--- src/rtl/trig_sequencer.sv ---
module trig_sequencer #(
  parameter int NCMP = 4,
  localparam int SW = $clog2(NCMP + 1),
  localparam int FW = SW + 3
) (
  input  logic            clk,
  input  logic            rst_n,
  input  logic            arm,
  input  logic [3*FW-1:0] cfg,
  input  logic [1:0]      bp_mode,
  input  logic [NCMP-1:0] cmp_hit,
  input  logic            ext_tag,
  input  logic            ibound,
  input  logic            sw_trig,
  input  logic            sec_bp_req,
  output logic [1:0]      seq_state,
  output logic            trig,
  output logic            brk_dbg,
  output logic            brk_swi,
  output logic            brk_sec
);

  localparam logic [1:0] FINAL = 2'd3;

  logic [1:0]    st, nst;
  logic          pend, npend;
  logic [FW-1:0] fld;
  logic          f_tag;
  logic [1:0]    f_nxt;
  logic [SW-1:0] f_sel;
  logic          src, fire, adv, enter;

  always_comb begin
    case (st)
      2'd0:    fld = cfg[0*FW +: FW];
      2'd1:    fld = cfg[1*FW +: FW];
      2'd2:    fld = cfg[2*FW +: FW];
      default: fld = '0;
    endcase
  end

  assign f_tag = fld[FW-1];
  assign f_nxt = fld[FW-2 -: 2];
  assign f_sel = fld[SW-1:0];

  always_comb begin
    src = (f_sel == SW'(NCMP)) ? ext_tag : 1'b0;
    for (int i = 0; i < NCMP; i++)
      if (f_sel == SW'(i)) src = cmp_hit[i];
  end

  assign fire = f_tag ? src : (pend & ibound);

  always_comb begin
    nst = st;
    adv = 1'b0;
    if (st != FINAL) begin
      if (sw_trig) begin
        nst = FINAL;
        adv = 1'b1;
      end else if (fire) begin
        nst = f_nxt;
        adv = 1'b1;
      end
    end
  end

  assign npend = (st != FINAL) && !adv && (pend || (!f_tag && src));
  assign enter = (st != FINAL) && (nst == FINAL);

  always_ff @(posedge clk or negedge rst_n) begin
    if (!rst_n) begin
      st <= '0; pend <= 1'b0; trig <= 1'b0;
      brk_dbg <= 1'b0; brk_swi <= 1'b0; brk_sec <= 1'b0;
    end else if (!arm) begin
      st <= '0; pend <= 1'b0; trig <= 1'b0;
      brk_dbg <= 1'b0; brk_swi <= 1'b0; brk_sec <= 1'b0;
    end else begin
      st      <= nst;
      pend    <= npend;
      trig    <= enter;
      brk_dbg <= enter && (bp_mode == 2'b01);
      brk_swi <= enter && (bp_mode == 2'b10);
      brk_sec <= (enter && (bp_mode == 2'b11)) || sec_bp_req;
    end
  end

  assign seq_state = st;

  a_r1_idle: assert property (@(posedge clk) disable iff (!rst_n)
    !arm |=> (seq_state == 2'd0 && !trig && !brk_dbg && !brk_swi && !brk_sec));

  a_r2_tagged_step: assert property (@(posedge clk) disable iff (!rst_n)
    (arm && st != FINAL && !sw_trig && f_tag && src) |=> (seq_state == $past(f_nxt)));

  a_r4_forced_waits: assert property (@(posedge clk) disable iff (!rst_n)
    (arm && st != FINAL && !sw_trig && !f_tag && !pend) |=> $stable(seq_state));

  a_r6_sw_final: assert property (@(posedge clk) disable iff (!rst_n)
    (arm && sw_trig) |=> (seq_state == FINAL));

  a_r7_hold_final: assert property (@(posedge clk) disable iff (!rst_n)
    (arm && seq_state == FINAL) |=> (seq_state == FINAL && !trig));

  a_r7_trig_pulse: assert property (@(posedge clk) disable iff (!rst_n)
    trig |-> (seq_state == FINAL));

  a_r8_one_bp: assert property (@(posedge clk) disable iff (!rst_n)
    $onehot0({brk_dbg, brk_swi}) && !(brk_dbg && !trig) && !(brk_swi && !trig));

  a_r9_sec_bp: assert property (@(posedge clk) disable iff (!rst_n)
    (arm && sec_bp_req) |=> brk_sec);

endmodule

--- config.mk ---
export PLATFORM = sky130hd
export DESIGN_NAME = trig_sequencer
export DESIGN_NICKNAME = d
export VERILOG_FILES = /design/src/rtl/trig_sequencer.sv
export SDC_FILE = /design/constraint.sdc
export NUM_CORES = 1
export LEC_CHECK = 0
export BUFFER_PORTS_ARGS = -buffer_cell sky130_fd_sc_hd__buf_2
export CAP_MARGIN = 20
export CORE_MARGIN = 2
export CORE_UTILIZATION = 40
export CTS_BUF_LIST = sky130_fd_sc_hd__clkbuf_16
export DETAILED_ROUTE_END_ITERATION = 8
export GPL_TIMING_DRIVEN = 0
export MAX_ROUTING_LAYER = met4
export PLACE_DENSITY = 0.74
export SLEW_MARGIN = 20
export SYNTH_ARGS = -nofsm -noshare
export SYNTH_HDL_FRONTEND = slang
export SYNTH_SLANG_ARGS = --single-unit
export TNS_END_PERCENT = 100
--- constraint.sdc ---
create_clock -name clk -period 2 [get_ports clk]
set_input_delay 0.2 -clock clk [delete_from_list [all_inputs] [get_ports clk]]
set_output_delay 0.2 -clock clk [all_outputs]
set_load 0.005 [all_outputs]
; ---- Yosys cells after proc, flatten, opt, wreduce, memory -nomap -nowiden
; Cells that the tools add are included.
[word_totals]
latch_bits = 0
romBits = 0
input_bits = 31
mem_bits_rw = 0
wordCells = 50
output_inout_bits = 6
regBits = 7
memories = 0
[classes]
n_reduce_logical = 13
magnitude_cmp = 0
mux = 19
eq_ne = 11
bitwise_logic = 1
n_div = 0
n_shift = 0
n_addsub = 0
mul = 0
[ops]
columns = cell, n
row1 = 6-bit one-hot mux with 3 select lines, 1
row2 = 1-bit two-way mux, 14
row3 = "2-bit == test, second input constant", 4
row4 = 2-bit two-way mux, 4
row5 = 1-bit logical AND, 7
row6 = "3-bit by 2-bit == test with 1-bit output, second input constant", 2
row7 = "2-bit by 1-bit == test with 1-bit output, second input constant", 2
row8 = "3-bit by 1-bit == test with 1-bit output, second input constant", 1
row9 = "3-bit == test, second input constant", 1
row10 = 3-bit zero test, 1
row11 = 1-bit zero test, 2
row12 = 2-bit zero test, 1
row13 = 1-bit logical OR, 2
row14 = "2-bit inequality test, second input constant", 1
row15 = 1-bit bitwise AND, 1

; ---- Logic depth before layout (Yosys ltp)
; Gate-level depths: netlist (run 1).
[depth]
ltp_word = 17
depth_mapped = 9
mapped_depth_nobuf = 7

; ---- Least setup slack after synthesis (run 1)
; OpenSTA, ideal clock, no wires.
[synth_path]
kind = flip-flop to flip-flop
startpoint = reg st[1], in the netlist seq_state[1]
endpoint = reg brk_sec
stages_incl_launch_ff = 8
arrival_time_ns = 2.111
t_required_ns = 1.862
synth_period_minus_slack_ns = 2.249
n_path_buf = 1
setup_ns = 0.138
path_slack_ns = -0.249
path_cell_list = dfrtp_1 -> buf_6 -> mux2_2 -> mux2i_1 -> and2b_2 -> nor4b_1 -> a311oi_2 -> a221oi_2
[synth_via]
elab_chain_len = 17
word_cells_on_any_way = 24
classes_between = 8 x eq/ne / 11 x mux / 5 x reduce/logical
[synth_lines]
columns = item, line
row1 = start: declaration, 25  ; logic [1:0] st, nst;
row2 = start signal: assignment, 79  ; st <= nst;
row3 = "2-bit == test, or another cell as far along", 34  ; case (st)
row4 = 6-bit one-hot mux with 3 select lines, 34
row5 = 3-bit == test, 47  ; src = (f_sel == SW'(NCMP)) ? ext_tag : 1'b0;
row6 = 1-bit two-way mux, 47
row7 = 1-bit two-way mux (4 in series), 49  ; if (f_sel == SW'(i)) src = cmp_hit[i];
row8 = 1-bit two-way mux, 52  ; assign fire = f_tag ? src : (pend & ibound);
row9 = 2-bit two-way mux, 61  ; end else if (fire) begin
row10 = 2-bit two-way mux, 58  ; if (sw_trig) begin
row11 = 2-bit two-way mux, 57  ; if (st != FINAL) begin
row12 = 2-bit == test, 69  ; assign enter = (st != FINAL) && (nst == FINAL);
row13 = 1-bit logical AND *, 69
row14 = 1-bit logical AND *, 84  ; brk_sec <= (enter && (bp_mode == 2'b11)) || sec_bp_req;
row15 = 1-bit logical OR *, 84
row16 = 1-bit two-way mux *, 75  ; end else if (!arm) begin
row17 = end signal: assignment, 84
row18 = end: declaration, 20  ; output logic brk_sec
; Every way passes the cells marked *; elsewhere a longest branch is shown, timed or not.

; ---- Worst setup path after layout (run 1)
[layout_path]
startpoint = reg st[1], in the netlist seq_state[1]
endpoint = reg brk_dbg
[layout_via]
elab_chain_len = 16
word_cells_on_any_way = 23
classes_between = 8 x eq/ne / 11 x mux / 4 x reduce/logical
[layout_lines]
columns = item, line
row1 = "2-bit == test, or another cell as far along", 34
row2 = 6-bit one-hot mux with 3 select lines, 34
row3 = 3-bit == test, 47
row4 = 1-bit two-way mux, 47
row5 = 1-bit two-way mux (4 in series), 49
row6 = 1-bit two-way mux, 52
row7 = 2-bit two-way mux, 61
row8 = 2-bit two-way mux, 58
row9 = 2-bit two-way mux, 57
row10 = 2-bit == test, 69
row11 = 1-bit logical AND *, 69
row12 = 1-bit logical AND *, 82  ; brk_dbg <= enter && (bp_mode == 2'b01);
row13 = 1-bit two-way mux *, 75
row14 = end signal: assignment, 82
row15 = end: declaration, 18  ; output logic brk_dbg,
; Marked as above.

==> impl_metrics.toml, run 1 <==
[worst_setup_path]
crit_required_ps = 2120
r2r_slack_ps = -210
worstSetupPathType = "reg -> reg"
startpoint_type = "register"
worst_r2r_path_depth = 8
cp_max_fo = 6
timing.rr.start = "seq_state[1]$_DFF_PN0_"
worstSetupEndpointType = "register"
crit_arrival_ps = 2330
rr_endpoint = "brk_dbg$_DFF_PN0_"

[outcome]
status = "finished, violations left"
violations = "setup timing"

[cells_and_area]
final_core_util_pct = 66.3
final_common_cell = "buf_2"
multi_input_area_um2 = 598
final_nets = 160
diodes = 0
layout-drive-gt1-share_pct = 57.8
fill_cells = 165
syn2layout_area_growth_pct = 53.9
seq_area_um2 = 176
mostFrequentLayoutCells = "buf_2 (36), nor2_1 (8), nand2_1 (7), mux2i_1 (7)"

[worst_hold_path]
hold_path_class = "in -> reg"
hold_depth = 2
holdPathEnd = "brk_swi$_DFF_PN0_"
holdCritStartpoint = "bp_mode[0]"

[clock_tree]
h-tree-depth = 1
cts_root_buf = "clkbuf_16"
cts_buffer_depth = 2
insertion_delay_ps = 230
path_clk_slew_ps = 40
clock-sinks = 7
numCtsBuffers = 3
tritoncts = "yes"

[global_route]
grt_pass1_vias = 685
antenna_found_initial = 0
grt_max_degree = 11
grt_pass1_wl_mm = 2.70
grt_overflow = 0
grt.total_usage_pct = 17.5

[floorplanning]
die_area_mm2 = 0.00224
fp.dieW_um = 47.4
start_util_pct = 43.1
pin_count = 37
core_mm2 = 0.00175
fp.dieH_um = 47.4
std_cell_rows = 15

[power_and_ir_drop]
cellPowerDensity_mw_per_mm2 = 1010
leakage_uw = 0.000557
ir_drop_mv = 0.624

[timing]
hold_viol = 0
finClkSkew_ps = 2.67
min_period_ps = 2210
finalSetupViolCount = 7
rsz0062_at_grt = "true"
slew_headroom_pct = 75.4
slew_violations = 0
fmax_ghz = 0.453
setup_ws_ps = -208
fin_crit_sh_pct = 110
setup_tns_ps = -1220
tightest_slew_ps = 369

[route]
drt_iter0_drc = 8
route.detailed.drc = 0
via_count = 792
vias_per_cell = 5.18
drt_first_pass_iters = 3
wl_mm = 1.91
routedWlPerCell_um = 12.5
final_antenna_net_count = 0

[run]
drv_cap = 0

[yosys]
synth_top_family_by_area = "simple AND/OR/NAND/NOR gates"
synth-xor-area-share_pct = 0
synth.largest_area_cell = "dfrtp_1"
syn_inst = 82
yosys-mux-area-fraction_pct = 16.5
synth_top_area_share_pct = 23.3
synthesis.nets = 113
synthTopCellsByArea = "dfrtp_1 (23%), mux2i_1 (12%), buf_6 (4.5%)"
ys_warn_count = 0
avgSynthCellArea_um2 = 9.17
mappedNetlistArea_um2 = 752
synthSimpleGateAreaFrac_pct = 31.4
ys_seq_area_share_pct = 23.3
ys_seq_elements = 7
synth-compound-area-share_pct = 22.3
synth_adder_area_share_pct = 0
yosysUniqueCellTypes = 34

[placement]
io_buffers = 36
routabilityCongestion = 0.837
dp_hpwl_mm = 1.52
==> routing by layer <==
metal	wire (um)	GRT usage (%)	vias up	part of all wire, %
li1	-	-	394	-
met1	755	18.8	371	39
met2	1020	33.5	27	54
met3	132	4.62	0	6.9
met4	0	0	0	0
met5	0	-	-	0
==> cell type report <==
class | instances | share of cell area [%]
clock inverter | 1 | 0.324
inverter | 4 | 1.30
buffer | 2 | 1.95
timing repair buffer | 43 | 20.3
multi-input combinational | 68 | 51.7
sequential | 7 | 15.2
tap | 25 | 2.70
clock buffer | 3 | 6.49
==> kinds of logic (layout without fill, tap and decap cells) <==
group | Yosys count | in the layout
AND/OR/NAND/NOR | 39 | 39
buffers and inverters | 7 | 53
flip-flops | 7 | 7
AO/OA/AOI/OAI | 17 | 17
multiplexers | 12 | 12
==> worst max-delay path, cell delays in order (launching register included) <==
cell      delay [ps]
dfrtp_2          440
buf_6            150
mux2i_1          110
o21a_1           200
or4b_4           500
o21ai_4          100
or2_4            210
a311oi_4         120
nor4b_2          290
==> state kept, by name, summed over array words and instances, names as in the netlist <==
register and cells:
trig 1, brk_sec 1, pend 1, brk_dbg 1, brk_swi 1, seq_state 2
==> power by group <==
| group | leakage [uW] | switching, uW | internal, uW |
|---|---|---|---|
| logic | 0.000424 | 311 | 328 |
| clock network | 0.0000423 | 72.6 | 260 |
| registers | 0.0000909 | 26.8 | 172 |
==> worst max path at each step <==
stage                     depth (start not counted)           endpoint  slack, ps                    from
after global placement                            9  brk_dbg$_DFF_PN0_       -300  seq_state[1]$_DFF_PN0_
after global routing                              8  brk_swi$_DFF_PN0_       -300  seq_state[1]$_DFF_PN0_
after CTS                                         7  brk_swi$_DFF_PN0_       -230  seq_state[1]$_DFF_PN0_
after floorplan                                   9  brk_dbg$_DFF_PN0_       -160  seq_state[1]$_DFF_PN0_
final                                             8  brk_dbg$_DFF_PN0_       -210  seq_state[1]$_DFF_PN0_
after detailed placement                          8  brk_dbg$_DFF_PN0_       -370  seq_state[1]$_DFF_PN0_
==> synthesized netlist by cell type (all sizes together) <==
cell    n
mux2i   9
nor2    8
dfrtp   7
nand2   7
o21ai   5
inv     4
a311oi  3
and2b   3
buf     3
mux2    3
nor3    3
nor4b   3
or2b    3
and2    2
nand2b  2
nand3   2
nand3b  2
a211o   1
a211oi  1
a21oi   1
a221oi  1
nand4   1
o2111a  1
o211a   1
o21a    1
o21bai  1
o32a    1
or2     1
or3b    1
or4b    1
==> repair_timing <==
item / CTS / global route
resized for setup: 4 / 3
pin swaps: 3 / 3
buffers inserted: 5 / 1
endpoints found under the hold margin: 7 / 0
hold buffers: 1 / 0
setup endpoints to repair: 7 / 7
==> through the flow <==
step                      hold WS, ps  area, um2  cells  setup WS [ps]  power [uW]
final                             167       1160    153           -208        1170
after global routing              175       1160    153           -297        1240
after CTS                         166       1130    152           -225        1150
after detailed placement         39.5        997    143           -372         779
after global placement           35.3        997    143           -296         769
after floorplan                 -95.6        786     82           -163         654
No activity file was read; power rests on OpenSTA's default activity.
==> run 2: changes to the inputs <==
--- a/config.mk
+++ b/config.mk
@@ -7,7 +7,7 @@
 export LEC_CHECK = 0
 export BUFFER_PORTS_ARGS = -buffer_cell sky130_fd_sc_hd__buf_2
 export CAP_MARGIN = 20
-export CORE_MARGIN = 2
+export CORE_MARGIN = 3
 export CORE_UTILIZATION = 40
 export CTS_BUF_LIST = sky130_fd_sc_hd__clkbuf_16
 export DETAILED_ROUTE_END_ITERATION = 8
==> run 2 against run 1 <==
First-iteration DRC count rose by 130%. Clock skew decreased by 0.75 ps. Setup slack worse by 22 ps. The run still ends with setup timing left. Combinational power rose by 0.6%. Highest routed layer unchanged. Clock-buffer cell count is the same. Register-to-register slack lost 20 ps. Cell count is 0.65% lower. Fmax fell by 0.99%. Critical endpoint is now brk_sec$_DFF_PN0_. Sequential share of layout area about the same.
==> impl_metrics.toml, run 2 (synthesis results as in run 1) <==
[cells_and_area]
mostFrequentLayoutCells = "buf_2 (36), nor2_1 (8), nand2_1 (7)"
diodes = 0
final_common_cell = "buf_2"
syn2layout_area_growth_pct = 54.1
final_nets = 159
layout-drive-gt1-share_pct = 58.3
largest_reg_flops = 2
fin_cells = 152

[clock_tree]
insertion_delay_ps = 230
path_clk_slew_ps = 40
clock-sinks = 7
numCtsBuffers = 3
tritoncts = "yes"
h-tree-depth = 1
cts_root_buf = "clkbuf_16"
cts_buffer_depth = 2

[timing]
slew_violations = 0
slew_headroom_pct = 74.5
min_period_ps = 2230
fmax_ghz = 0.448
finClkSkew_ps = 1.92
setup_tns_ps = -1440
hold_viol = 0
rsz0062_at_grt = "true"
finalSetupViolCount = 7
tightest_slew_ps = 383
setup_ws_ps = -230
fin_crit_sh_pct = 111

[global_route]
grt_pass1_vias = 776
antenna_found_initial = 0
grt_max_degree = 11
grt_overflow = 0
grt_pass1_wl_mm = 3.22
grt.total_usage_pct = 17.5

[placement]
dp_hpwl_mm = 1.49
io_buffers = 36
routabilityCongestion = 0.868
place_ws_ps = -425
dp.cells = 143

[worst_hold_path]
hold_depth = 2
hold_path_class = "in -> reg"
holdPathEnd = "brk_dbg$_DFF_PN0_"
holdCritStartpoint = "bp_mode[1]"

[worst_setup_path]
startpoint_type = "register"
critPathBufInv = 2
crit_arrival_ps = 2320
max_stage_delay_ps = 440
path_cells = "buf_6 -> buf_4 -> mux2_4 -> mux2i_4 -> and2b_2 -> nor4b_2 -> a311oi_4 -> a221oi_2"
timing.rr.start = "seq_state[1]$_DFF_PN0_"
crit_required_ps = 2090
r2r_slack_ps = -230
worstSetupPathType = "reg -> reg"
critPathTopFamily = "multiplexers"
cp_max_fo = 6
slowest_stage = "dfrtp_2"
rr_endpoint = "brk_sec$_DFF_PN0_"
worstSetupEndpointType = "register"
worst_r2r_path_depth = 8

[floorplanning]
core_mm2 = 0.00175
fp.dieH_um = 49.4
std_cell_rows = 15
die_area_mm2 = 0.00244
pin_count = 37
start_util_pct = 43.1
fp.dieW_um = 49.4

[route]
vias_per_cell = 5.18
via_count = 788
final_antenna_net_count = 0
drt_iter0_drc = 18
routedWlPerCell_um = 13.4
drt_first_pass_iters = 4
wl_mm = 2.04
route.detailed.drc = 0

[power_and_ir_drop]
leakage_uw = 0.000557
cellPowerDensity_mw_per_mm2 = 1010
ir_drop_mv = 0.554

[outcome]
violations = "setup timing"
status = "finished, violations left"

[run]
drv_cap = 0
[run 2: per-layer routing]
| metal | vias up | part of all wire [%] | global-route usage [%] |
|---|---|---|---|
| met1 | 362 | 41 | 18.1 |
| met4 | 0 | 0 | 2.84 |
| met2 | 31 | 53 | 31.9 |
| li1 | 395 | - | - |
| met5 | - | 0 | - |
| met3 | 0 | 6.4 | 6.12 |
[run 2: final cells by class]
cell class	count	area (um2)
inverters	4	15.0
well taps	25	31.3
multi-input cells	68	607
flip-flops and latches	7	176
plain buffers	2	22.5
repair buffers	42	228
clock buffers	3	75.1
fillers	153	587
clock inverters	1	3.75
[run 2: worst reg2reg max path, cell delays in order, from the launching register on]
cell,delay [ps]
dfrtp_2,440
buf_6,150
buf_4,130
mux2_4,320
mux2i_4,150
and2b_2,260
nor4b_2,170
a311oi_4,350
a221oi_2,110
[run 2: power breakdown]
group          leakage, uW  switching [uW]  internal (uW)  total, uW
logic             0.000424             316            326        642
clock network    0.0000423            71.3            260        331
registers        0.0000909            28.2            172        200
total             0.000557             416            758       1170
[run 2: metrics by stage]
step	utilization [%]	instance area, um2	hold slack, ps	total power (uW)
CTS	64.7	1130	171	1150
detailed placement	57.1	997	36.1	783
global route	66.4	1160	177	1250
finish	66.4	1160	170	1170
global placement	57.1	997	34.8	767
floorplan	-	786	-95.6	654
[run 2: what timing repair did]
| item | CTS | global route |
|---|---|---|
| buffers inserted | 4 | 1 |
| pin swaps | 4 | 3 |
| endpoints found under the setup margin | 7 | 7 |
| hold buffers | 1 | 0 |
| resized for setup | 6 | 4 |
| endpoints found under the hold margin | 7 | 0 |
[run 2: worst max-delay path by stage]
stage,start,to,slack (ps),cells past startpoint
floorplan,seq_state[1]$_DFF_PN0_,brk_dbg$_DFF_PN0_,-160,9
global placement,seq_state[1]$_DFF_PN0_,brk_dbg$_DFF_PN0_,-290,9
detailed placement,seq_state[1]$_DFF_PN0_,brk_dbg$_DFF_PN0_,-420,8
CTS,seq_state[1]$_DFF_PN0_,brk_dbg$_DFF_PN0_,-270,8
global route,seq_state[1]$_DFF_PN0_,brk_swi$_DFF_PN0_,-330,8
finish,seq_state[1]$_DFF_PN0_,brk_sec$_DFF_PN0_,-230,8
